===== src/rtl/codec_bringup_seq.sv =====
module codec_bringup_seq #(
  parameter int W          = 64,
  parameter int HS_BIT     = 58,
  parameter int RST_CYC    = 1000,
  parameter int SETTLE_FRM = 4,
  parameter int POLL_MAX   = 16,
  parameter int TRAIL_CLK  = 65
) (
  input  logic         clk,
  input  logic         rst_n,
  input  logic [W-1:0] ctl_word,
  input  logic         cdc_sdi,
  output logic         cdc_rst_n,
  output logic         cdc_dc,
  output logic         cdc_sclk,
  output logic         cdc_fsync,
  output logic         cdc_sdo,
  output logic         done,
  output logic         err
);
  localparam int BW    = (W > 1) ? $clog2(W) : 1;
  localparam int RW    = HS_BIT + 1;
  localparam int EXTRA = (TRAIL_CLK > W) ? TRAIL_CLK - W : 1;
  localparam logic [W-1:0] HS_MASK = {{(W-1){1'b0}}, 1'b1} << HS_BIT;

  typedef enum logic [2:0] {S_RST, S_CLK, S_LO, S_HI, S_TRL, S_DONE, S_ERR} st_t;

  st_t           st;
  logic [31:0]   cnt;
  logic          ph;
  logic [BW-1:0] bitc;
  logic [RW-1:0] rxsr;
  logic [W-1:0]  ctl_lat;

  wire run     = (st == S_CLK) || (st == S_LO) || (st == S_HI) || (st == S_TRL);
  wire tick_r  = run & ~ph;
  wire tick_f  = run & ph;
  wire frm_end = tick_f && (bitc == BW'(W-1));
  wire echo    = rxsr[HS_BIT];
  wire hs_val  = (st == S_HI) || (st == S_TRL);
  wire [W-1:0]  tx_word = hs_val ? (ctl_lat | HS_MASK) : (ctl_lat & ~HS_MASK);
  wire [BW-1:0] wsel    = BW'(W-1) - bitc;

  assign cdc_rst_n = (st != S_RST);
  assign cdc_sclk  = run & ph;
  assign cdc_fsync = run && (bitc == '0);
  assign cdc_sdo   = run & tx_word[wsel];
  assign err       = (st == S_ERR);

  always_ff @(posedge clk or negedge rst_n) begin
    if (!rst_n) begin
      st      <= S_RST;
      cnt     <= '0;
      ph      <= 1'b0;
      bitc    <= '0;
      rxsr    <= '0;
      ctl_lat <= '0;
      cdc_dc  <= 1'b0;
      done    <= 1'b0;
    end else begin
      done <= 1'b0;
      ph   <= run ? ~ph : 1'b0;
      if (tick_r) rxsr <= RW'({rxsr, cdc_sdi});
      if (tick_f) bitc <= frm_end ? '0 : bitc + 1'b1;
      case (st)
        S_RST:
          if (cnt == RST_CYC - 1) begin
            st      <= S_CLK;
            cnt     <= '0;
            ctl_lat <= ctl_word;
          end else cnt <= cnt + 1;
        S_CLK:
          if (frm_end) begin
            if (cnt == SETTLE_FRM - 1) begin
              st  <= S_LO;
              cnt <= '0;
            end else cnt <= cnt + 1;
          end
        S_LO:
          if (frm_end) begin
            if (!echo) begin
              st  <= S_HI;
              cnt <= '0;
            end else if (cnt == POLL_MAX - 1) st <= S_ERR;
            else cnt <= cnt + 1;
          end
        S_HI:
          if (frm_end) begin
            if (echo) begin
              st  <= S_TRL;
              cnt <= '0;
            end else if (cnt == POLL_MAX - 1) st <= S_ERR;
            else cnt <= cnt + 1;
          end
        S_TRL:
          if (tick_f) begin
            if (cnt == EXTRA - 1) begin
              st     <= S_DONE;
              cdc_dc <= 1'b1;
              done   <= 1'b1;
            end else cnt <= cnt + 1;
          end
        default: ;
      endcase
    end
  end
endmodule


===== config.mk =====
export PLATFORM = sky130hd
export DESIGN_NAME = codec_bringup_seq
export DESIGN_NICKNAME = d
export VERILOG_FILES = /design/src/rtl/codec_bringup_seq.sv
export SDC_FILE = /design/constraint.sdc
export NUM_CORES = 1
export LEC_CHECK = 0
export ABC_AREA = 1
export ABC_CLOCK_PERIOD_IN_PS = 1800
export BUFFER_PORTS_ARGS = -buffer_cell sky130_fd_sc_hd__buf_2
export CAP_MARGIN = 20
export CELL_PAD_IN_SITES_DETAIL_PLACEMENT = 1
export CELL_PAD_IN_SITES_GLOBAL_PLACEMENT = 1
export CORE_ASPECT_RATIO = 0.8
export CORE_MARGIN = 2
export CORE_UTILIZATION = 40
export CTS_CLUSTER_SIZE = 30
export DETAILED_ROUTE_END_ITERATION = 12
export GPL_TIMING_DRIVEN = 0
export HOLD_SLACK_MARGIN = 0.15
export PLACE_DENSITY = 0.79
export SLEW_MARGIN = 30
export SYNTH_ARGS = -nofsm -noshare
export SYNTH_HDL_FRONTEND = slang
export SYNTH_SLANG_ARGS = --single-unit
export TNS_END_PERCENT = 50

===== constraint.sdc =====
create_clock -name clk -period 1.8 [get_ports clk]
set_input_delay 0.18 -clock clk [delete_from_list [all_inputs] [get_ports clk]]
set_output_delay 0.18 -clock clk [all_outputs]
set_load 0.02 [all_outputs]

### Word-level counts from Yosys, hierarchy flattened

Cells that the tools add are included.

| storage, ports and cells | value |
|---|---|
| output and inout bits | 7 |
| input port bits | 67 |
| flip-flop bits (word level) | 167 |
| word-level logic and storage cells | 78 |

| operators by class | value |
|---|---|
| $lt $le $gt $ge | 1 |
| muxes and demuxes | 30 |
| add/sub/neg operators | 3 |
| bitwise gates (word level) | 4 |
| equal/unequal tests | 17 |
| reductions and logical operators | 15 |

Operators by type and width:

| kind | count |
|---|---|
| 2-to-1 mux 32 bit | 10 |
| one-hot mux 32 bit (5 select lines) | 1 |
| 2-to-1 mux 59 bit | 1 |
| adder 32 x 1 -> 32 bit (second input constant) | 1 |
| equality test 32 x 10 -> 1 bit (second input constant) | 1 |
| equality test 32 x 2 -> 1 bit (second input constant) | 1 |
| equality test 32 x 4 -> 1 bit (second input constant) | 1 |
| logical NOT 32 bit | 1 |
| 2-to-1 mux 3 bit | 10 |
| one-hot mux 3 bit (5 select lines) | 1 |
| inequality test 2 bit (second input constant) | 6 |
| AND reduction 8 bit | 1 |
| less-than comparator 6 x 7 -> 1 bit (second input constant) | 1 |
| adder 6 x 1 -> 6 bit (second input constant) | 1 |
| binary-select mux 1 bit (select 6 bit) | 1 |
| equality test 3 x 2 -> 1 bit (second input constant) | 2 |
| equality test 3 bit (second input constant) | 2 |
| equality test 6 bit (second input constant) | 1 |
| logical NOT 6 bit | 1 |
| 2-to-1 mux 6 bit | 1 |
| AND reduction 6 bit | 1 |
| subtractor 6 bit (first input constant) | 1 |
| 2-to-1 mux 1 bit | 5 |
| nonzero test 5 bit | 1 |
| other kinds (10) | 17 |

### Logic depth before layout (Yosys ltp)

| depth | value |
|---|---|
| depth in word-level cells | 8 |
| gate-level depth with buffers | 14 |

### Least setup slack after synthesis

No wires, ideal clock.

| timing | value |
|---|---|
| path type | register to output |
| start point | register bitc[1] |
| end point | output cdc_sdo |
| data arrival time | 1.601 ns |
| stages on the path, launching flop included | 9 |
| slack | 0.019 ns |
| path through | dfrtp_1 -> clkbuf_1 -> buf_2 -> o21ai_0 -> o211ai_1 -> nand3_1 -> a21oi_1 -> nor2_1 -> nor2_1 |

| between the ends | value |
|---|---|
| longest elaborated chain between the ends | 4 |

Ends and longest elaborated chain:

| item | line | source |
|---|---|---|
| start, declared | 31 | `logic [BW-1:0] bitc;` |
| start signal, assigned | 64 | `if (tick_f) bitc <= frm_end ? '0 : bitc + 1'b1;` |
| subtractor 6 bit | 42 | `wire [BW-1:0] wsel = BW'(W-1) - bitc;` |
| binary-select mux 1 bit (select 6 bit) | 47 | `assign cdc_sdo = run & tx_word[wsel];` |
| 2-to-1 mux 1 bit (not written as such) | 47 |  |
| bitwise AND 1 bit | 47 |  |
| end, declared | 17 | `output logic cdc_sdo,` |

No other way between the ends. The select of a mux whose other input is x is not followed.

### Worst setup path after layout

| timing | value |
|---|---|
| start point | register bitc[1] |
| end point | register cnt[6] |

| between the ends | value |
|---|---|
| longest elaborated chain between the ends | 4 |

Ends and longest elaborated chain:

| item | line | source |
|---|---|---|
| equality test 6 bit (*) | 38 | `wire frm_end = tick_f && (bitc == BW'(W-1));` |
| logical AND 1 bit (*) | 38 |  |
| inequality test 2 bit (no source line) | -- |  |
| AND reduction 6 bit (no source line) (*) | -- |  |
| end signal, assigned | 71 | `end else cnt <= cnt + 1;` |
| end signal, assigned | 77 | `end else cnt <= cnt + 1;` |
| end signal, assigned | 85 | `else cnt <= cnt + 1;` |
| end, declared | 29 | `logic [31:0] cnt;` |

Every way passes the cells marked *; elsewhere a longest branch is shown, timed or not.
A chain may end at the register's enable or synchronous reset.

==> impl_metrics.csv <==
group,metric,value,unit
status,status,"finished, violations left",
status,violations,"negative setup slack",
detailed_routing,routed_wl,42.1,mm
power,p_per_area,625,nW/um^2
sta,fin_skew,20.8,ps
sta,hold_viol_final,0,
cts,clk_pin_slew,80,ps
placement,hpwlAfterDp,17.8,mm
flow_run,maxCapViolations,0,
finish,fillers,2420,
worst_setup_path,crit_path_max_fanout,5,
yosys,postSynthNetCount,1244,
detailed_routing,num_vias,10200,
finish,layout.nets,1495,
worst_setup_path,r2r-end,"cnt[6]",
placement,placed_area,9270,sq um
yosys,avgSynthCellArea,7.26,sq um
global_route,grt_pass1_wl,49.2,mm
die,io_pins,74,
global_route,grt_overflow,0,
hold_path,hp-class,"input port to async pin",
cts,cts_inserted_buffers,17,
worst_setup_path,timing.critical_path.from,"bitc[1]",
worst_setup_path,r2r-start,"bitc[1]",
finish,seq_area,4170,sq um
placement,dp_slack,-593,ps
detailed_routing,routed_via_density,5.97,
sta,setup_ws,-925,ps
die,start_util,0.410,
cts,htree_num_levels,4,
finish,syn_to_final_growth,48.1,%
worst_setup_path,cp-start-kind,"flip-flop",
worst_setup_path,cpPeakStageDelay,370,ps
worst_setup_path,worstPathCellList,"buf_4, buf_4, ha_2, nand3_1, nor2_2, nand3_2, o21ai_2, nand3_2, nor2_4, buf_6, buf_6, buf_6, buf_6, nand4_1, nand2_1",
die,die-area,22500,sq um
power,power_leakage,6.35,nW
detailed_routing,firstDrtPassIters,6,
yosys,synth_area_leaders,"dfrtp_1, nand2_1, nand3_1",
global_route,grt_max_degree,73,
finish,multiInputGateArea,4600,sq um
yosys,synth_ff_type,"dfrtp_1",
worst_setup_path,cp_slowest_cell,"dfrtp_1",
die,die_h,134,microns
yosys,syn_inst,1173,
yosys,yosysTopAreaCell,"dfrtp_1",
sta,tightest_slew,648,ps
finish,fin_area,12600,sq um
yosys,ys_ff_latch,166,
yosys,yosysUniqueCellTypes,32,
sta,fin_crit,2730,ps
worst_setup_path,crit_required,2190,ps
die,dieWidth,167,microns
worst_setup_path,crit_path_frequent_cell,"buf_6",
worst_setup_path,critPathArrivalTime,3110,ps
yosys,ys_seq_area_frac,0.488,
sta,max_freq,0.367,GHz
worst_setup_path,cp-end-kind,"flip-flop",
die,rows,47,
yosys,yosysMostFrequentCell,"nand2_1",
finish,post-route-util,0.607,
global_route,grtUsageTotal,0.276,
detailed_routing,wire_per_inst,24.7,microns
yosys,synth_area,8510,sq um
finish,layout.cells.non_filler,1706,
cts,tritoncts,"yes",
cts,cts.sinks,166,
global_route,antenna_found_initial,0,
worst_setup_path,crit_type,"flip-flop to flip-flop",
cts,cts_root_buf,"clkbuf_16",
placement,gp_congestion,0.817,
placement,io_buffers,72,
yosys,yosys-top-cells-count,"nand2_1, dfrtp_1, nand3_1, nor2_1, inv_1",
yosys,ys_async_sr_fraction,1.00,
worst_setup_path,r2r_setup_slack,-930,ps
sta,relSlewSlack,0.565,
sta,fin_crit_sh,1.51,
die,core-area,20800,sq um
worst_setup_path,rr_worst_depth,15,
sta,report.final.slew_viol_count,0,
placement,dpl.cell_count,1516,
sta,setup-violations-final,152,
cts,clock_latency,470,ps
yosys,synth_edf_count,0,
cts,clock_path_buffers,2,
detailed_routing,drtIter0Drc,1197,
finish,drive_gt1_frac,0.303,
yosys,synth_top_area_frac,0.488,
global_route,grt_pass1_vias,9496,
detailed_routing,ant_nets,0,
detailed_routing,drcViolationCount,0,
yosys,yosysWarnings,0,
power,peakVddDrop,0.000612,V
finish,n_antenna_cell,0,
sta,rsz0062_at_grt,"true",
-- area by class of cell --
type,instances,area share
multi-input combinational,898,0.365
sequential,166,0.331
timing repair buffer,230,0.160
buffer,50,0.0480
clock buffer,18,0.0348
tap,269,0.0267
inverter,60,0.0215
clock inverter,14,0.0126
timing repair inverter,1,0.000595
-- metrics by stage --
| step | hold slack [ps] | TNS [ps] | power, mW |
|---|---|---|---|
| 5_1_grt | 200 | -51190 | 8.06 |
| 3_5_place_dp | 84.9 | -48980 | 3.97 |
| 3_3_place_gp | 402 | -390880 | 3.95 |
| 6_report | 175 | -45510 | 7.88 |
| 2_1_floorplan | -116 | 0 | 3.80 |
| 4_1_cts | 199 | -12000 | 7.77 |
-- cell usage in the layout, fill, tap and decap left out, types with 3 or more instances in the layout --
| cell type | count |
|---|---|
| buf_12 | 3 |
| buf_2 | 72 |
| buf_4 | 70 |
| buf_6 | 26 |
| buf_8 | 13 |
| clkbuf_16 | 30 |
| clkbuf_2 | 7 |
| clkbuf_4 | 3 |
| clkbuf_8 | 6 |
| clkinv_4 | 5 |
| clkinv_8 | 3 |
| dfrtp_1 | 155 |
| dfrtp_2 | 11 |
| dlygate4sd3_1 | 65 |
| inv_1 | 43 |
| inv_2 | 8 |
| inv_4 | 5 |
| inv_8 | 7 |
| nand2_1 | 473 |
| nand2_2 | 63 |
| nand2_4 | 28 |
| nand2_8 | 4 |
| nand3_1 | 100 |
| nand3_2 | 23 |
| nand3b_1 | 5 |
| nand4_1 | 35 |
| nor2_1 | 69 |
| nor2_2 | 18 |
| nor2_4 | 13 |
| nor3_1 | 4 |
| o211ai_1 | 4 |
| o21ai_0 | 11 |
| o21ai_1 | 6 |
| xnor2_1 | 9 |
| xor2_1 | 14 |
-- flip-flops by register name, indices dropped and copies added (netlist names) --
name / count
ctl_lat: 63
cnt: 32
done: 1
st: 3
cdc_dc: 1
bitc: 6
rxsr: 59
ph: 1
-- cell families after synthesis --
group	count (synthesis)	share of synthesized area
XOR/XNOR	23	0.0237
buffers and inverters	111	0.0532
adder cells (fa/ha/maj)	4	0.00588
AO/OA/AOI/OAI	28	0.0190
AND/OR/NAND/NOR	841	0.410
flip-flops	166	0.488
-- worst max-delay path by stage --
| stage | slack, ps | cells past startpoint | endpoint |
|---|---|---|---|
| 2_1_floorplan | 20 | 8 | cdc_sdo |
| 5_1_grt | -1000 | 15 | cnt[6] |
| 4_1_cts | -420 | 11 | cdc_sdo |
| 6_report | -930 | 15 | cnt[6] |
| 3_3_place_gp | -2140 | 1 | cnt[12] |
| 3_5_place_dp | -590 | 12 | cnt[22] |
-- metal layers --
metal	GRT usage	part of all wire	wire length, microns	vias to the layer above
li1	-	-	-	4219
met1	0.365	0.37	15800	4954
met2	0.456	0.48	20000	737
met3	0.0472	0.082	3440	270
met4	0.107	0.068	2870	0
met5	0	0	0	-
-- worst max-delay path: cells and delay by family (launching register included) --
family                     cells  cell delay, ps
and+or+nand+nor                7            1110
buffers and inverters          6             770
DFF                            1             370
adders and majority gates      1             220
AOI/OAI and AO/OA              1             170
-- report_power, final --
group	leakage, nW	internal [mW]	switching (mW)
logic	4.11	0.157	0.137
clock network	0.291	1.91	1.96
registers	1.95	3.73	0
total	6.35	5.79	2.10
-- repair_timing --
item / 4_1_cts / 5_1_grt
hold buffers: 65 / 0
endpoints found under the hold margin: 230 / 0
pin swaps: 11 / 34
setup buffers: 36 / 43
endpoints found under the setup margin: 164 / 168
gates resized for setup: 169 / 229
gates cloned: 4 / 11
Note: power is estimated with default switching activity, not from simulation.
